===== src/rtl/tcp_pkg.sv =====
package tcp_pkg;
  localparam int REG_AW = 3;

  typedef enum logic [REG_AW-1:0] {
    REG_DATA  = 3'd0,
    REG_CTRL  = 3'd1,
    REG_FLAGS = 3'd2,
    REG_LEVEL = 3'd3,
    REG_CLEAR = 3'd4
  } tcp_reg_e;

  // packed: irq_en is bit2, tx_en bit1, rx_en bit0
  typedef struct packed {
    logic irq_en;
    logic tx_en;
    logic rx_en;
  } tcp_ctrl_t;
endpackage


===== src/rtl/tcp_bitclk_gen.sv =====
module tcp_bitclk_gen #(
  parameter int HALF_DIV   = 576,
  parameter int FRAME_BITS = 8
) (
  input  logic clk,
  input  logic rst,
  input  logic run,
  output logic bclk,
  output logic fsync,
  output logic rise_tick,
  output logic fall_tick,
  output logic frame_start,
  output logic frame_end
);
  localparam int DW = (HALF_DIV > 1) ? $clog2(HALF_DIV) : 1;
  localparam int BW = (FRAME_BITS > 1) ? $clog2(FRAME_BITS) : 1;
  localparam logic [DW-1:0] DIV_LAST = DW'(HALF_DIV - 1);
  localparam logic [BW-1:0] BIT_LAST = BW'(FRAME_BITS - 1);

  logic [DW-1:0] div_q;
  logic [BW-1:0] bit_q;
  logic          term;

  assign term = run && (div_q == DIV_LAST);

  always_ff @(posedge clk) begin
    if (rst || !run) begin
      div_q <= '0;
      bclk  <= 1'b0;
      fsync <= 1'b0;
      bit_q <= BIT_LAST;
    end else begin
      div_q <= term ? '0 : div_q + DW'(1);
      if (term) bclk <= ~bclk;
      if (term && !bclk) begin
        bit_q <= (bit_q == BIT_LAST) ? '0 : bit_q + BW'(1);
        fsync <= (bit_q == BIT_LAST);
      end
    end
  end

  assign rise_tick   = term && !bclk;
  assign fall_tick   = term && bclk;
  assign frame_start = rise_tick && (bit_q == BIT_LAST);
  assign frame_end   = fall_tick && (bit_q == BIT_LAST);
endmodule


===== src/rtl/tcp_byte_fifo.sv =====
module tcp_byte_fifo #(
  parameter int W     = 8,
  parameter int DEPTH = 16
) (
  input  logic                         clk,
  input  logic                         rst,
  input  logic                         flush,
  input  logic                         push,
  input  logic [W-1:0]                 wdata,
  input  logic                         pop,
  output logic [W-1:0]                 rdata,
  output logic [$clog2(DEPTH+1)-1:0]   level,
  output logic                         empty,
  output logic                         full
);
  localparam int AW = $clog2(DEPTH);
  localparam int CW = $clog2(DEPTH + 1);

  logic [W-1:0]  mem [DEPTH];
  logic [AW-1:0] wptr, rptr;
  logic          do_push, do_pop;

  assign empty   = (level == '0);
  assign full    = (level == CW'(DEPTH));
  assign do_push = push && !full;
  assign do_pop  = pop && !empty;
  assign rdata   = mem[rptr];

  always_ff @(posedge clk) begin
    if (do_push) mem[wptr] <= wdata;
  end

  always_ff @(posedge clk) begin
    if (rst || flush) begin
      wptr  <= '0;
      rptr  <= '0;
      level <= '0;
    end else begin
      if (do_push) wptr <= wptr + AW'(1);
      if (do_pop)  rptr <= rptr + AW'(1);
      case ({do_push, do_pop})
        2'b10:   level <= level + CW'(1);
        2'b01:   level <= level - CW'(1);
        default: level <= level;
      endcase
    end
  end
endmodule


===== src/rtl/tcp_irq_ctrl.sv =====
module tcp_irq_ctrl #(
  parameter int IRQ_FRAMES = 8
) (
  input  logic clk,
  input  logic rst,
  input  logic run,
  input  logic frame_end,
  input  logic irq_en,
  input  logic clr_pend,
  output logic pending,
  output logic irq
);
  localparam int CW = (IRQ_FRAMES > 1) ? $clog2(IRQ_FRAMES) : 1;
  localparam logic [CW-1:0] CNT_LAST = CW'(IRQ_FRAMES - 1);

  logic [CW-1:0] cnt_q;
  logic          wrap;

  assign wrap = frame_end && (cnt_q == CNT_LAST);

  always_ff @(posedge clk) begin
    if (rst || !run) begin
      cnt_q   <= '0;
      pending <= 1'b0;
    end else begin
      if (frame_end) cnt_q <= (cnt_q == CNT_LAST) ? '0 : cnt_q + CW'(1);
      if (wrap)          pending <= 1'b1;
      else if (clr_pend) pending <= 1'b0;
    end
  end

  always_ff @(posedge clk) begin
    if (rst) irq <= 1'b0;
    else     irq <= pending && irq_en;
  end
endmodule


===== src/rtl/tel_codec_port.sv =====
module tel_codec_port
  import tcp_pkg::*;
#(
  parameter int FRAME_BITS = 8,
  parameter int FIFO_DEPTH = 16,
  parameter int HALF_DIV   = 576
) (
  input  logic                  clk,
  input  logic                  rst,
  input  logic [REG_AW-1:0]     reg_addr,
  input  logic                  reg_wr,
  input  logic [FRAME_BITS-1:0] reg_wdata,
  input  logic                  reg_rd,
  output logic [FRAME_BITS-1:0] reg_rdata,
  output logic                  irq,
  output logic                  bclk,
  output logic                  fsync,
  output logic                  sdo,
  input  logic                  sdi
);
  localparam int LW         = $clog2(FIFO_DEPTH + 1);
  localparam int IRQ_FRAMES = FIFO_DEPTH / 2;
  localparam logic [LW-1:0] HALF_LVL = LW'(FIFO_DEPTH / 2);

  tcp_ctrl_t ctrl_q;
  logic rx_en, tx_en, irq_en, run;
  logic rise_tick, fall_tick, frame_start, frame_end;

  assign rx_en  = ctrl_q.rx_en;
  assign tx_en  = ctrl_q.tx_en;
  assign irq_en = ctrl_q.irq_en;
  assign run    = rx_en || tx_en;

  // host decode
  logic wr_data, wr_ctrl, wr_clear, rd_data;
  assign wr_data  = reg_wr && (reg_addr == REG_DATA);
  assign wr_ctrl  = reg_wr && (reg_addr == REG_CTRL);
  assign wr_clear = reg_wr && (reg_addr == REG_CLEAR);
  assign rd_data  = reg_rd && (reg_addr == REG_DATA);

  always_ff @(posedge clk) begin
    if (rst)          ctrl_q <= '0;
    else if (wr_ctrl) ctrl_q <= tcp_ctrl_t'(reg_wdata[2:0]);
  end

  tcp_bitclk_gen #(
    .HALF_DIV  (HALF_DIV),
    .FRAME_BITS(FRAME_BITS)
  ) u_clkgen (
    .clk        (clk),
    .rst        (rst),
    .run        (run),
    .bclk       (bclk),
    .fsync      (fsync),
    .rise_tick  (rise_tick),
    .fall_tick  (fall_tick),
    .frame_start(frame_start),
    .frame_end  (frame_end)
  );

  // transmit path
  logic [FRAME_BITS-1:0] tx_head, tx_sh;
  logic [LW-1:0]         tx_level;
  logic                  tx_empty, tx_full, tx_pop;

  assign tx_pop = frame_start && tx_en && !tx_empty;

  tcp_byte_fifo #(.W(FRAME_BITS), .DEPTH(FIFO_DEPTH)) u_tx_fifo (
    .clk  (clk),
    .rst  (rst),
    .flush(!tx_en),
    .push (wr_data && tx_en),
    .wdata(reg_wdata),
    .pop  (tx_pop),
    .rdata(tx_head),
    .level(tx_level),
    .empty(tx_empty),
    .full (tx_full)
  );

  always_ff @(posedge clk) begin
    if (rst || !tx_en) begin
      sdo   <= 1'b0;
      tx_sh <= '0;
    end else if (frame_start) begin
      if (!tx_empty) begin
        sdo   <= tx_head[FRAME_BITS-1];
        tx_sh <= tx_head << 1;
      end else begin
        sdo   <= 1'b0;
        tx_sh <= '0;
      end
    end else if (rise_tick) begin
      sdo   <= tx_sh[FRAME_BITS-1];
      tx_sh <= tx_sh << 1;
    end
  end

  // receive path
  logic [FRAME_BITS-1:0] rx_head, rx_sh, rx_byte;
  logic [LW-1:0]         rx_level;
  logic                  rx_empty, rx_full, rx_push;

  assign rx_byte = {rx_sh[FRAME_BITS-2:0], sdi};
  assign rx_push = frame_end && rx_en;

  always_ff @(posedge clk) begin
    if (rst || !rx_en)  rx_sh <= '0;
    else if (fall_tick) rx_sh <= rx_byte;
  end

  tcp_byte_fifo #(.W(FRAME_BITS), .DEPTH(FIFO_DEPTH)) u_rx_fifo (
    .clk  (clk),
    .rst  (rst),
    .flush(!rx_en),
    .push (rx_push),
    .wdata(rx_byte),
    .pop  (rd_data),
    .rdata(rx_head),
    .level(rx_level),
    .empty(rx_empty),
    .full (rx_full)
  );

  // sticky error flags
  logic underrun, overrun;

  always_ff @(posedge clk) begin
    if (rst || !run) begin
      underrun <= 1'b0;
      overrun  <= 1'b0;
    end else begin
      if (frame_start && tx_en && tx_empty)     underrun <= 1'b1;
      else if (wr_clear && reg_wdata[1])        underrun <= 1'b0;
      if (rx_push && rx_full)                   overrun  <= 1'b1;
      else if (wr_clear && reg_wdata[2])        overrun  <= 1'b0;
    end
  end

  // interrupt cadence
  logic pending;

  tcp_irq_ctrl #(.IRQ_FRAMES(IRQ_FRAMES)) u_irq (
    .clk      (clk),
    .rst      (rst),
    .run      (run),
    .frame_end(frame_end),
    .irq_en   (irq_en),
    .clr_pend (wr_clear && reg_wdata[0]),
    .pending  (pending),
    .irq      (irq)
  );

  // registered read mux
  logic [5:0] levels;
  assign levels = {rx_full, (rx_level >= HALF_LVL), rx_empty,
                   tx_full, (tx_level >= HALF_LVL), tx_empty};

  always_ff @(posedge clk) begin
    if (rst) begin
      reg_rdata <= '0;
    end else if (reg_rd) begin
      case (reg_addr)
        REG_DATA:  reg_rdata <= rx_empty ? '0 : rx_head;
        REG_CTRL:  reg_rdata <= FRAME_BITS'(ctrl_q);
        REG_FLAGS: reg_rdata <= FRAME_BITS'({overrun, underrun, pending});
        REG_LEVEL: reg_rdata <= FRAME_BITS'(levels);
        default:   reg_rdata <= '0;
      endcase
    end
  end
endmodule


===== config.mk =====
export PLATFORM = sky130hd
export DESIGN_NAME = tel_codec_port
export DESIGN_NICKNAME = d
export VERILOG_FILES = /design/src/rtl/tcp_pkg.sv /design/src/rtl/tcp_bitclk_gen.sv /design/src/rtl/tcp_byte_fifo.sv /design/src/rtl/tcp_irq_ctrl.sv /design/src/rtl/tel_codec_port.sv
export SDC_FILE = /design/constraint.sdc
export NUM_CORES = 1
export LEC_CHECK = 0
export ABC_AREA = 1
export CELL_PAD_IN_SITES_DETAIL_PLACEMENT = 1
export CELL_PAD_IN_SITES_GLOBAL_PLACEMENT = 1
export CORE_UTILIZATION = 30
export CTS_BUF_LIST = sky130_fd_sc_hd__clkbuf_2
export DETAILED_ROUTE_END_ITERATION = 8
export PLACE_DENSITY = 0.57
export SLEW_MARGIN = 0
export SYNTH_ARGS = -nofsm -noshare
export SYNTH_HDL_FRONTEND = slang
export SYNTH_SLANG_ARGS = --single-unit

===== constraint.sdc =====
create_clock -name clk -period 8.7 [get_ports clk]
set_input_delay 0.87 -clock clk [delete_from_list [all_inputs] [get_ports clk]]
set_output_delay 0.87 -clock clk [all_outputs]
set_load 0.005 [all_outputs]

# == Word level (Yosys, flattened, before mapping) ==
# Memories as Yosys holds them, arrays and structs flattened. A register that Yosys moved wholly into a read port is not among the register bits.
# Index checks and enable logic that the tools add are counted.
# classes
eq_ne,13
order_cmp,2
bitwise_logic,1
addsub,11
reduce_logical,46
mux,26
# op_table
operator,count
8-bit 2-to-1 mux,4
8-bit one-hot mux with 4 select lines,1
1-bit logical AND,24
5-bit one-hot mux with 2 select lines,2
"4-bit by 1-bit adder with 4-bit output, second input constant",4
4-bit 2-to-1 mux,4
1-bit 2-to-1 mux,13
2-bit nonzero test,6
"10-bit by 1-bit adder with 10-bit output, second input constant",1
"5-bit by 1-bit adder with 5-bit output, second input constant",2
"10-bit equality test, second input constant",1
"5-bit equality test, second input constant",2
"5-bit by 4-bit >= comparator with 1-bit output, second input constant",2
5-bit logical NOT,2
"5-bit by 1-bit subtractor with 5-bit output, second input constant",2
"3-bit equality test, second input constant",3
1-bit logical NOT,8
"3-bit by 1-bit adder with 3-bit output, second input constant",2
"3-bit by 2-bit equality test with 1-bit output, second input constant",2
3-bit 2-to-1 mux,2
"2-bit by 1-bit equality test with 1-bit output, second input constant",2
"2-bit equality test, second input constant",2
1-bit logical OR,4
"3-bit by 1-bit equality test with 1-bit output, second input constant",1
other kinds (3),3
# word_totals
mem_count,2
ramBits,256
input_bits,16
register_bits,75
output_inout_bits,12
wordCells,123
# memory_table
name,depth,width,read_ports,rd_clocked_by_memory_dff,wr,line_no,text
u_rx_fifo.mem,16,8,1,1,1,tcp_byte_fifo.sv:19,logic [W-1:0] mem [DEPTH];
u_tx_fifo.mem,16,8,1,1,1,tcp_byte_fifo.sv:19,

# == Depth between registers and ports, before layout ==
# Gate-level depths: netlist (run 1).
# depth
depth_word,9
ltp_mapped,22
mapped_depth_nobuf,22

# == Modules after synthesis ==
# Synthesis (run 1) repeated with hierarchy kept, for this count alone.
# unflattened
hier_cells,1267
area_unflattened_um2,14507.7
# modules_own_cells
module,seq_area_each_um2,area_per_inst_um2,instances,cells_per_inst
tcp_byte_fifo (u_tx_fifo),4184.0,6135.9,1,481
tcp_byte_fifo (u_rx_fifo),4184.0,6103.4,1,476
tel_codec_port,560.5,1393.8,1,198
tcp_bitclk_gen,300.3,668.1,1,85
tcp_irq_ctrl,100.1,206.4,1,27

# == Least setup slack after synthesis (run 1) ==
# OpenSTA, ideal clock, no wires.
# synth_timing
kind,in2reg
from,input reg_addr[0]
to,register u_rx_fifo.level[4]
required_time_ns,8.578
stages,17
arrival_ns,2.772
setup_ns,0.122
n_path_buf,0
slack_ns,5.806
path_cell_list,inv_1 > nand3_1 > inv_1 > nand2_1 > nor2_2 > ha_1 > xor2_1 > ha_1 > a21o_1 > nand2_1 > nand2_1 > a21oi_1 > inv_1 > o21ai_0 > a21oi_1 > o21ai_0 > a21oi_1
# synth_via
elab_chain_len,5
elab_cells_between_ends,7
cone_classes,eq/ne (2); mux (1); reduce/logical (4)
# synth_rtl
item,line_no,text
from (decl),tel_codec_port.sv:10,"input logic [REG_AW-1:0] reg_addr,"
3-bit logical NOT (*),tel_codec_port.sv:39,assign rd_data = reg_rd && (reg_addr == REG_DATA);
1-bit logical AND (*),tel_codec_port.sv:39,
1-bit logical AND (*),tcp_byte_fifo.sv:26,assign do_pop = pop && !empty;
net u_rx_fifo.do_pop,tcp_byte_fifo.sv:21,"logic do_push, do_pop;"
2-bit by 1-bit equality test with 1-bit output / 2-bit equality test (equally long branches),tcp_byte_fifo.sv:41,"case ({do_push, do_pop})"
5-bit one-hot mux with 2 select lines / 2-bit nonzero test (equally long branches),-,
to (signal assigned),tcp_byte_fifo.sv:42,2'b10: level <= level + CW'(1);
to (signal assigned),tcp_byte_fifo.sv:43,2'b01: level <= level - CW'(1);
to (signal assigned),tcp_byte_fifo.sv:44,default: level <= level;
to (decl),tcp_byte_fifo.sv:12,"output logic [$clog2(DEPTH+1)-1:0] level,"
# Mark *: on every way through the listed nets, which the timed path passes. The rest lies on a longest branch.
# A chain may end at the register's enable or synchronous reset.

# == Worst setup path in the final report (run 1) ==
# layout_timing
from,register u_clkgen.div_q[0]
to,register u_tx_fifo.level[4]
# layout_via
elab_chain_len,9
elab_cells_between_ends,11
cone_classes,eq/ne (3); mux (1); reduce/logical (7)
# layout_rtl
item,line_no,text
from (decl),tcp_bitclk_gen.sv:20,logic [DW-1:0] div_q;
from (signal assigned),tcp_bitclk_gen.sv:33,div_q <= term ? '0 : div_q + DW'(1);
10-bit equality test (*),tcp_bitclk_gen.sv:24,assign term = run && (div_q == DIV_LAST);
1-bit logical AND (*),tcp_bitclk_gen.sv:24,
1-bit logical AND (*),tcp_bitclk_gen.sv:42,assign rise_tick = term && !bclk;
1-bit logical AND (*),tcp_bitclk_gen.sv:44,assign frame_start = rise_tick && (bit_q == BIT_LAST);
1-bit logical AND (*) (2 in series),tel_codec_port.sv:66,assign tx_pop = frame_start && tx_en && !tx_empty;
1-bit logical AND (*),tcp_byte_fifo.sv:26,
net u_tx_fifo.do_pop,tcp_byte_fifo.sv:21,
2-bit by 1-bit equality test with 1-bit output / 2-bit equality test (equally long branches),tcp_byte_fifo.sv:41,
5-bit one-hot mux with 2 select lines / 2-bit nonzero test (equally long branches),-,
to (signal assigned),tcp_byte_fifo.sv:42,
to (signal assigned),tcp_byte_fifo.sv:43,
to (signal assigned),tcp_byte_fifo.sv:44,
to (decl),tcp_byte_fifo.sv:12,
# Marks and branches as above.

==> results of run 1 <==
-- critical path: stages (launching register included) --
cell      delay, ns
dfxtp_1        0.36
ha_1           0.17
nand2_1        0.06
clkinv_1       0.09
nand2_2        0.09
nor2_4         0.15
inv_2          0.09
nor2_1         0.60
nand2_1        0.16
nor3_1         0.35
ha_1           0.35
xor2_1         0.21
ha_1           0.18
inv_1          0.04
nand2_1        0.09
nand2_1        0.08
nand3_1        0.09
nand3_1        0.08
nand2_1        0.07
inv_1          0.03
-- state kept, by name, indices dropped and copies added, names as in the netlist, 5 cells and up, named ones only --
name and flops:
u_tx_fifo.level 5, u_tx_fifo.mem 128, rx_sh 7, u_rx_fifo.mem 128
u_clkgen.div_q 10, reg_rdata 8, u_rx_fifo.level 5, tx_sh 7
-- kinds of logic after synthesis --
logic type | Yosys count | synth area share, %
buffers and inverters | 154 | 4.310
XOR/XNOR | 11 | 0.6943
adder cells (fa/ha/maj) | 22 | 1.984
AO/OA/AOI/OAI | 331 | 12.98
multiplexers | 32 | 2.308
flip-flops | 338 | 67.23
AND/OR/NAND/NOR | 339 | 10.49
-- metal layers --
layer | GRT usage, % | wire length, um | up-vias | share of wire [%]
met5 | 0 | 0 | - | 0
met4 | 6.878 | 1060 | 0 | 2.9
met3 | 3.620 | 1519 | 71 | 4.1
met2 | 25.56 | 17300 | 169 | 47
met1 | 20.56 | 17000 | 4683 | 46
li1 | - | - | 4571 | -
-- power groups by stage --
| stage | clock network (uW) | logic, uW | registers, uW |
|---|---|---|---|
| 3_5_place_dp | 0 | 34.3 | 1760 |
| 3_3_place_gp | 0 | 33.3 | 1760 |
| 2_1_floorplan | 0 | 7.62 | 1760 |
| 5_1_grt | 1240 | 36.7 | 1720 |
| 4_1_cts | 1170 | 34.5 | 1720 |
| 6_report | 1110 | 33.4 | 1720 |
-- area by class of cell --
| type | count | area share [%] |
|---|---|---|
| sequential | 338 | 60.01 |
| multi-input combinational | 735 | 25.39 |
| tap | 600 | 4.826 |
| clock buffer | 142 | 4.569 |
| inverter | 105 | 2.534 |
| timing repair buffer | 34 | 2.075 |
| clock inverter | 20 | 0.5792 |
| antenna | 1 | 0.01609 |
-- layout by cell type, fill, tap and decap left out, types with 22 or more instances in the layout --
cell type        Yosys  routed
o21ai_0            172     172
mux2i_1             32      32
nor2_1             159     159
a21oi_1             98      98
ha_1                22      22
inv_1               94      94
nand2_1            108     108
edfxtp_1           256     256
dfxtp_1             82      80
clkdlybuf4s50_1      0      27
clkbuf_2             0     142
nand3_1             34      34
-- path summary, 6_finish.rpt --
kind	start	to	slack, ns	cells past startpoint
setup / recovery	u_clkgen.div_q[0]	u_tx_fifo.level[4]	5.26	19
hold / removal	u_clkgen.div_q[0]	u_clkgen.div_q[0]	0.45	1
setup reg to reg	u_clkgen.div_q[0]	u_tx_fifo.level[4]	5.26	19
hold reg to reg	u_clkgen.div_q[0]	u_clkgen.div_q[0]	0.45	1
-- per-stage QoR --
stage | worst slack, ns | utilization [%] | total power, uW | instance area (um^2)
after CTS | 5.183 | 34.20 | 2923 | 15550
after detailed placement | 4.789 | 32.44 | 1794 | 14750
after floorplan | 5.806 | - | 1767 | 13880
after global routing | 4.910 | 34.20 | 3001 | 15550
after global placement | 4.863 | 32.44 | 1793 | 14750
final | 5.256 | 34.20 | 2867 | 15550
==> metrics.cfg, run 1 <==
[timing]
hold_viol_final = 0
finalCritPeriodShare_pct = 39.59
final_max_slew_viol_count = 0
whs_ns = 0.4522
rsz0062_at_grt = no
worst_clock_skew_ns = 0.1352
maxSlewHeadroom_pct = 29.17
fmax_mhz = 290.3
fin_setup_tns_ns = 0
final-setup-viol-count = 0
min_period_ns = 3.444
tightest_slew_ns = 1.061

[yosys]
yosys_register_bits = 338
synth_area_leaders = edfxtp_1, dfxtp_1, o21ai_0
synthCells = 1227
synth-main-ff-cell = edfxtp_1
yosys.area.top_type_share_pct = 55.40
async_reset_ff_share_pct = 0
synthTopCellsByCount = edfxtp_1, o21ai_0, nor2_1, nand2_1, a21oi_1
synth.most_common_cell = edfxtp_1
netlist_area_um2 = 13880
synth_cell_types = 39
yosys_warnings = 0
synth-seq-area-share_pct = 67.23
synth_edf_count = 256
synth.avg_cell_area_um2 = 11.31
syn-num-nets = 1265
synth_top_cell_by_area = edfxtp_1

[run_status]
status = completed

[finish]
nNetsFinal = 1344
layout-drive-gt1-share_pct = 13.10
multi_input_area_um2 = 3950
area_growth_pct = 12.09
seqCellArea_um2 = 9334
fillers = 5167
fin_cells = 1975

[worst_setup_path]
cp_max_fo = 12
cp.required_ns = 9.58
start_kind = register
end_kind = register
path_class = register to register
cp.arrival_ns = 4.32

[grt]
grt_pass1_wl_mm = 57.13
grt_max_degree = 68
grt-ovfl-total = 0
antenna_found_initial = 1
first_global_vias = 9909
track_usage_pct = 15.93

[pwr]
p_sw_uw = 705.7
swShare_pct = 24.61
power.internal_uw = 2161
p_seq_share_pct = 60.1
p_per_area_nw_per_um2 = 184.3
power_frac_comb_pct = 1.2
leakagePower_uw = 0.005093
clkPwrFrac_pct = 38.8
peakVddDrop_uv = 98.61

[clocking]
cts_hold_buf = 0
root_buffer = clkbuf_2
cts_resized = 0
clk_path_buf_depth = 3
cts_tree = built
post-cts-setup-buffers = 0
clkSlewWorstSetupHoldPaths_ns = 0.09
h-tree-depth = 3
clk_latency_ns = 1.06
cts_inserted_buffers = 92
cts.sinks = 338

[route]
drt_first_iter_violations = 428
vias_per_cell = 4.807
antenna_left = 0
drc = 0
avgRoutedWirePerCell_um = 18.67
routed_wl_mm = 36.88
dr.pass1.iters = 4
num_vias = 9494

[worst_hold_path]
min_path_type = register to register

[floorplan]
die_area_um2 = 47120
coreArea_um2 = 45480
die_w_um = 217.1
die-height_um = 217.1
start_util_pct = 30.51
row_count = 78
io_pins = 28

[placed_design]
dpl.hpwl_mm = 22.97
gp_congestion = 0.7939
place_inst = 1812
io_buffers = 27

[run]
maxCapViolCount = 0

Power figures use the tool's default switching activity.
==> inputs of run 2 (changes only) <==
PLACE_DENSITY = 0.59   (was 0.57)
clock period = 2.8 ns   (was 8.7 ns; I/O delays follow)
==> run 2 against run 1 <==
Effect of this change:
- non-clock buffer count up 85
- maximum frequency up 26%
- critical path depth up 3
- sequential cell count unchanged
- utilization up 1.6 points
==> metrics.cfg, run 2 (synthesis results as in run 1) <==
[worst_setup_path]
cp.arrival_ns = 3.67  ; -0.65 ns
crit_start = u_clkgen.div_q[1]
worst-r2r-cell-count = 22  ; +3
start_kind = register
endpoint = u_rx_fifo.level[4]
path_class = register to register
cp_max_fo = 3  ; -9
end_kind = register
cp.required_ns = 3.74  ; -5.84 ns
r2r-start = u_clkgen.div_q[1]
r2r_slack_ns = 0.07  ; -5.18 ns
r2r_end = u_rx_fifo.level[4]

[clocking]
cts.sinks = 338  ; unchanged
cts_inserted_buffers = 91  ; -1.1%
clkSlewWorstSetupHoldPaths_ns = 0.12  ; +0.03 ns
cts_tree = built
root_buffer = clkbuf_2
clk_latency_ns = 1.04  ; -0.02 ns
h-tree-depth = 3  ; unchanged
clk_path_buf_depth = 3  ; unchanged

[pwr]
finalPower_uw = 8808  ; +210%
p_per_area_nw_per_um2 = 540.5  ; +190%
peakVddDrop_uv = 302.1  ; +210%
leakagePower_uw = 0.005544  ; +8.9%

[grt]
grt-ovfl-total = 0  ; unchanged
first_global_vias = 10270  ; +3.7%
grt_pass1_wl_mm = 57.92  ; +1.4%
track_usage_pct = 16.08  ; +0.15 points
antenna_found_initial = 2  ; +1
grt_max_degree = 45  ; -34%

[timing]
final-setup-viol-count = 0  ; unchanged
hold_viol_final = 0  ; unchanged
rsz0062_at_grt = yes
fin_setup_tns_ns = 0  ; unchanged
finalCritPeriodShare_pct = 97.40  ; +58 points
min_period_ns = 2.727  ; -0.7172 ns
tightest_slew_ns = 0.8005  ; -0.2607 ns
worst_clock_skew_ns = 0.08280  ; -0.05236 ns
maxSlewHeadroom_pct = 46.56  ; +17 points
fmax_mhz = 366.7  ; +26%
final_max_slew_viol_count = 0  ; unchanged

[route]
routed_wl_mm = 36.80  ; -0.23%
num_vias = 9768  ; +2.9%
antenna_left = 0  ; unchanged
avgRoutedWirePerCell_um = 17.89  ; -4.2%
dr.pass1.iters = 5  ; +1
vias_per_cell = 4.749  ; -1.2%
drc = 0  ; unchanged
drt_first_iter_violations = 473  ; +11%

[worst_hold_path]
min_path_type = primary input to register

[finish]
layout-drive-gt1-share_pct = 18.28  ; +5.2 points
top_regs = u_rx_fifo.mem (128), u_tx_fifo.mem (128), u_clkgen.div_q (10)
layout_common_cells = edfxtp_1, o21ai_0, nor2_1
seqCellArea_um2 = 9340  ; about the same
area_growth_pct = 17.44
final_common_cell = edfxtp_1
fillers = 5180  ; +0.25%
multi_input_area_um2 = 4020  ; +1.8%
nNetsFinal = 1428  ; +6.3%

[floorplan]
die-height_um = 217.1  ; unchanged
io_pins = 28  ; unchanged
coreArea_um2 = 45480  ; unchanged
row_count = 78  ; unchanged
start_util_pct = 30.51  ; unchanged
die_w_um = 217.1  ; unchanged
die_area_um2 = 47120  ; unchanged

[placed_design]
dpl.hpwl_mm = 23.84  ; +3.8%
io_buffers = 27  ; unchanged
gp_congestion = 0.7784  ; -2.0%

[run]
maxCapViolCount = 0  ; unchanged

[run_status]
status = completed

## run 2: layer usage
layer	share of wire, %	global-route usage (%)	vias to the layer above
li1	-	-	4747
met2	48	26.42	166
met3	3.8	3.899	62
met4	2.1	6.009	0
met1	46	20.43	4793
met5	0	0	-
## run 2: report_power, final
part	leakage, uW	switching (uW)	internal, uW
sequential	0.00273	2.33	5350
combinational	0.00221	79.1	45.3
clock	0.000605	2040	1290
total	0.00554	2130	6680
## run 2: cell type report
| type | instances | area share, % |
|---|---|---|
| well taps | 600 | 4.607 |
| clock buffers | 136 | 4.177 |
| repair buffers | 119 | 6.157 |
| inverters | 105 | 2.434 |
| flip-flops and latches | 338 | 57.31 |
| diodes | 2 | 0.03071 |
| multi-input cells | 735 | 24.67 |
| clock inverters | 22 | 0.6142 |
## run 2: worst min-delay path by stage
stage	startpoint	end	slack, ns	depth (start not counted)
after detailed placement	reg_rdata[6]	reg_rdata[6]	0.46	2
after global placement	u_clkgen.bit_q[2]	u_clkgen.bit_q[2]	0.45	2
final	reg_addr[0]	overrun	0.24	6
after global routing	reg_addr[1]	overrun	0.17	6
after CTS	reg_addr[0]	overrun	0.13	6
after floorplan	rst	rx_en	0.36	1
## run 2: timing repair
item / in CTS / in global routing
hold buffers: 7 / 0
endpoints found under the setup margin: 4 / 6
hold endpoints to repair: 22 / 0
setup buffers: 0 / 3
pin swaps: 0 / 11
resized for setup: 2 / 20
## run 2: critical path, stage by stage, from the launching register on
cell,delay [ns]
dfxtp_2,0.36
ha_4,0.14
nand2_2,0.05
inv_2,0.07
nand2_4,0.05
nor2_4,0.11
inv_4,0.06
nor2_8,0.11
nand2_4,0.06
nor2_4,0.14
nand2_4,0.07
ha_4,0.17
xor2_2,0.15
ha_2,0.20
a21o_1,0.17
nand2_1,0.06
nand2_1,0.06
a21oi_2,0.14
inv_1,0.07
o21ai_1,0.13
a21oi_1,0.07
o21ai_1,0.14
a21oi_1,0.05
## run 2: stage by stage
step	utilization [%]	area (um^2)	setup slack [ns]	hold WS (ns)	std cells
after detailed placement	33.74	15340	-0.05834	0.4640	1887
after floorplan	-	13880	0.04407	0.3585	1227
after CTS	35.62	16200	0.01837	0.1331	2052
final	35.83	16300	0.07281	0.2432	2057
after global placement	33.74	15340	0.001616	0.4536	1887
after global routing	35.83	16300	-0.1145	0.1724	2057
==> inputs of run 3 (changes only) <==
CORE_MARGIN = 3   (was not set)
SLEW_MARGIN = not set   (was 0)
==> run 3 against run 2 <==
Effect of this change:
- critical path depth stayed put
- sequential share of layout area is 0.17 points lower
- worst setup slack better by 0.067 ns
- global-route usage is 1.0 points lower
- utilization hardly changed
- die area is 3.7% higher
- via count hardly changed
- clock skew is 0.015 ns higher
- maximum frequency is 2.5% higher
- clock power is 8.4% higher
- sequential cell count stayed put
- critical path type unchanged
- largest power group unchanged
==> metrics.cfg, run 3 (synthesis results as in run 1) <==
[route]
vias_per_cell = 4.751  ; about the same
avgRoutedWirePerCell_um = 17.81  ; -0.45%
drc = 0  ; unchanged
routed_wl_mm = 36.59  ; -0.55%
num_vias = 9763  ; -0.051%
drt_first_iter_violations = 458  ; -3.2%
antenna_left = 0  ; unchanged
dr.pass1.iters = 4  ; -1

[clocking]
h-tree-depth = 3  ; unchanged
clk_latency_ns = 1.04  ; about the same
cts_inserted_buffers = 93  ; +2.2%
cts_tree = built
clk_path_buf_depth = 3  ; unchanged
root_buffer = clkbuf_2
cts.sinks = 338  ; unchanged
clkSlewWorstSetupHoldPaths_ns = 0.12  ; about the same

[timing]
fin_setup_tns_ns = 0  ; unchanged
layout_setup_ws_ns = 0.1395  ; +0.06669 ns
fmax_mhz = 375.9  ; +2.5%
tightest_slew_ns = 0.9466  ; +0.1461 ns
min_period_ns = 2.661  ; -0.06669 ns
worst_clock_skew_ns = 0.09754  ; +0.01474 ns
maxSlewHeadroom_pct = 36.31  ; -10 points
finalCritPeriodShare_pct = 95.02  ; -2.4 points
rsz0062_at_grt = yes
final-setup-viol-count = 0  ; unchanged
final_max_slew_viol_count = 0  ; unchanged
hold_viol_final = 0  ; unchanged

[pwr]
clkPwrFrac_pct = 39.8  ; +2.0 points
power_frac_comb_pct = 1.3  ; about the same
leakagePower_uw = 0.005510  ; -0.60%
p_per_area_nw_per_um2 = 555.3  ; +2.7%
power.internal_uw = 6890  ; +3.1%
peakVddDrop_uv = 276.9  ; -8.4%
swShare_pct = 24.08  ; -0.051 points
p_seq_share_pct = 58.9  ; -1.8 points
p_sw_uw = 2186  ; +2.8%
finalPower_uw = 9076  ; +3.0%

[floorplan]
start_util_pct = 30.45  ; -0.065 points
row_count = 78  ; unchanged
die_area_um2 = 48870  ; +3.7%
coreArea_um2 = 45580  ; +0.21%
die_w_um = 221.1  ; +1.8%
die-height_um = 221.1  ; +1.8%
io_pins = 28  ; unchanged

[grt]
track_usage_pct = 15.03  ; -1.0 points
first_global_vias = 10330  ; +0.59%
grt_max_degree = 67  ; +49%
antenna_found_initial = 3  ; +1
grt-ovfl-total = 0  ; unchanged
grt_pass1_wl_mm = 57.73  ; -0.33%

[finish]
top_regs = u_rx_fifo.mem (128), u_tx_fifo.mem (128), u_clkgen.div_q (10)
post-route-util_pct = 35.86  ; about the same
nNetsFinal = 1422  ; -0.42%
area_growth_pct = 17.77
layout-drive-gt1-share_pct = 17.63  ; -0.65 points
layout_common_cells = edfxtp_1, o21ai_0, nor2_1
final_common_cell = edfxtp_1

[placed_design]
gp_congestion = 0.7803  ; +0.24%
place_ws_ns = -0.01137  ; +0.04698 ns
dpl.hpwl_mm = 23.89  ; +0.25%
io_buffers = 27  ; unchanged

[run]
maxCapViolCount = 0  ; unchanged

[run_status]
status = completed

[worst_setup_path]
end_kind = register
cp.arrival_ns = 3.59  ; -0.08 ns
cp_max_fo = 3  ; unchanged
cp.required_ns = 3.73  ; about the same
start_kind = register
path_class = register to register

[worst_hold_path]
min_path_type = primary input to register

-- run 3: layout make-up --
| class | instances | area (um^2) |
|---|---|---|
| inverter | 105 | 396.6 |
| tap | 600 | 750.7 |
| clock inverter | 27 | 180.2 |
| clock buffer | 136 | 680.7 |
| fill | 5078 | 29230 |
| timing repair buffer | 111 | 985.9 |
| sequential | 338 | 9339 |
| multi-input combinational | 735 | 4003 |
| antenna | 3 | 7.507 |
-- run 3: critical path, cell delays in order (launching register included) --
cell and delay [ns]:
dfxtp_2 0.36, ha_4 0.14, nand2_1 0.05, clkinv_1 0.06
nand2_2 0.07, nor2_4 0.11, inv_4 0.06, nor2_8 0.09
nand2_4 0.06, nor2_4 0.15, nand2_4 0.07, ha_4 0.17
xor2_2 0.15, ha_2 0.18, a21o_1 0.17, nand2_1 0.07
nand2_1 0.06, a21oi_2 0.11, inv_1 0.06, o21ai_1 0.13
a21oi_1 0.07, o21ai_1 0.13, a21oi_1 0.05
-- run 3: power by group through the flow --
stage	clock, uW	sequential [uW]	combinational (uW)
6_report	3610	5350	116
3_3_place_gp	0	5460	107
5_1_grt	4030	5350	130
3_5_place_dp	0	5470	110
4_1_cts	3800	5350	119
2_1_floorplan	0	5470	23.7
-- run 3: routing by layer --
metal / vias to the layer above / share of wire [%] / track usage, %
li1: 4728 / - / -
met1: 4812 / 46 / 19.51
met2: 171 / 48 / 24.71
met3: 52 / 3.7 / 3.224
met4: 0 / 1.9 / 5.775
met5: - / 0 / 0
-- run 3: final timing paths --
kind,startpoint,endpoint,slack [ns],depth (start not counted)
worst max-delay path,u_clkgen.div_q[0],u_rx_fifo.level[4],0.14,22
worst min-delay path,reg_wdata[6],u_tx_fifo.mem[11][6],0.26,1
worst max register to register,u_clkgen.div_q[0],u_rx_fifo.level[4],0.14,22
worst min register to register,u_clkgen.bit_q[2],u_clkgen.bit_q[2],0.47,2
-- run 3: what timing repair did --
action,CTS,global route
pin swaps,0,4
hold buffers,9,0
resized for setup,2,14
endpoints found under the hold margin,33,0
buffers inserted,0,1
endpoints found under the setup margin,2,3
-- run 3: through the flow --
| stage | instance area [um^2] | hold WS (ns) | std cells |
|---|---|---|---|
| final | 16340 | 0.2601 | 2055 |
| after global routing | 16340 | 0.2383 | 2055 |
| after CTS | 16280 | 0.1163 | 2051 |
| after detailed placement | 15320 | 0.4546 | 1879 |
| after global placement | 15320 | 0.4304 | 1879 |
| after floorplan | 13880 | 0.3585 | 1227 |
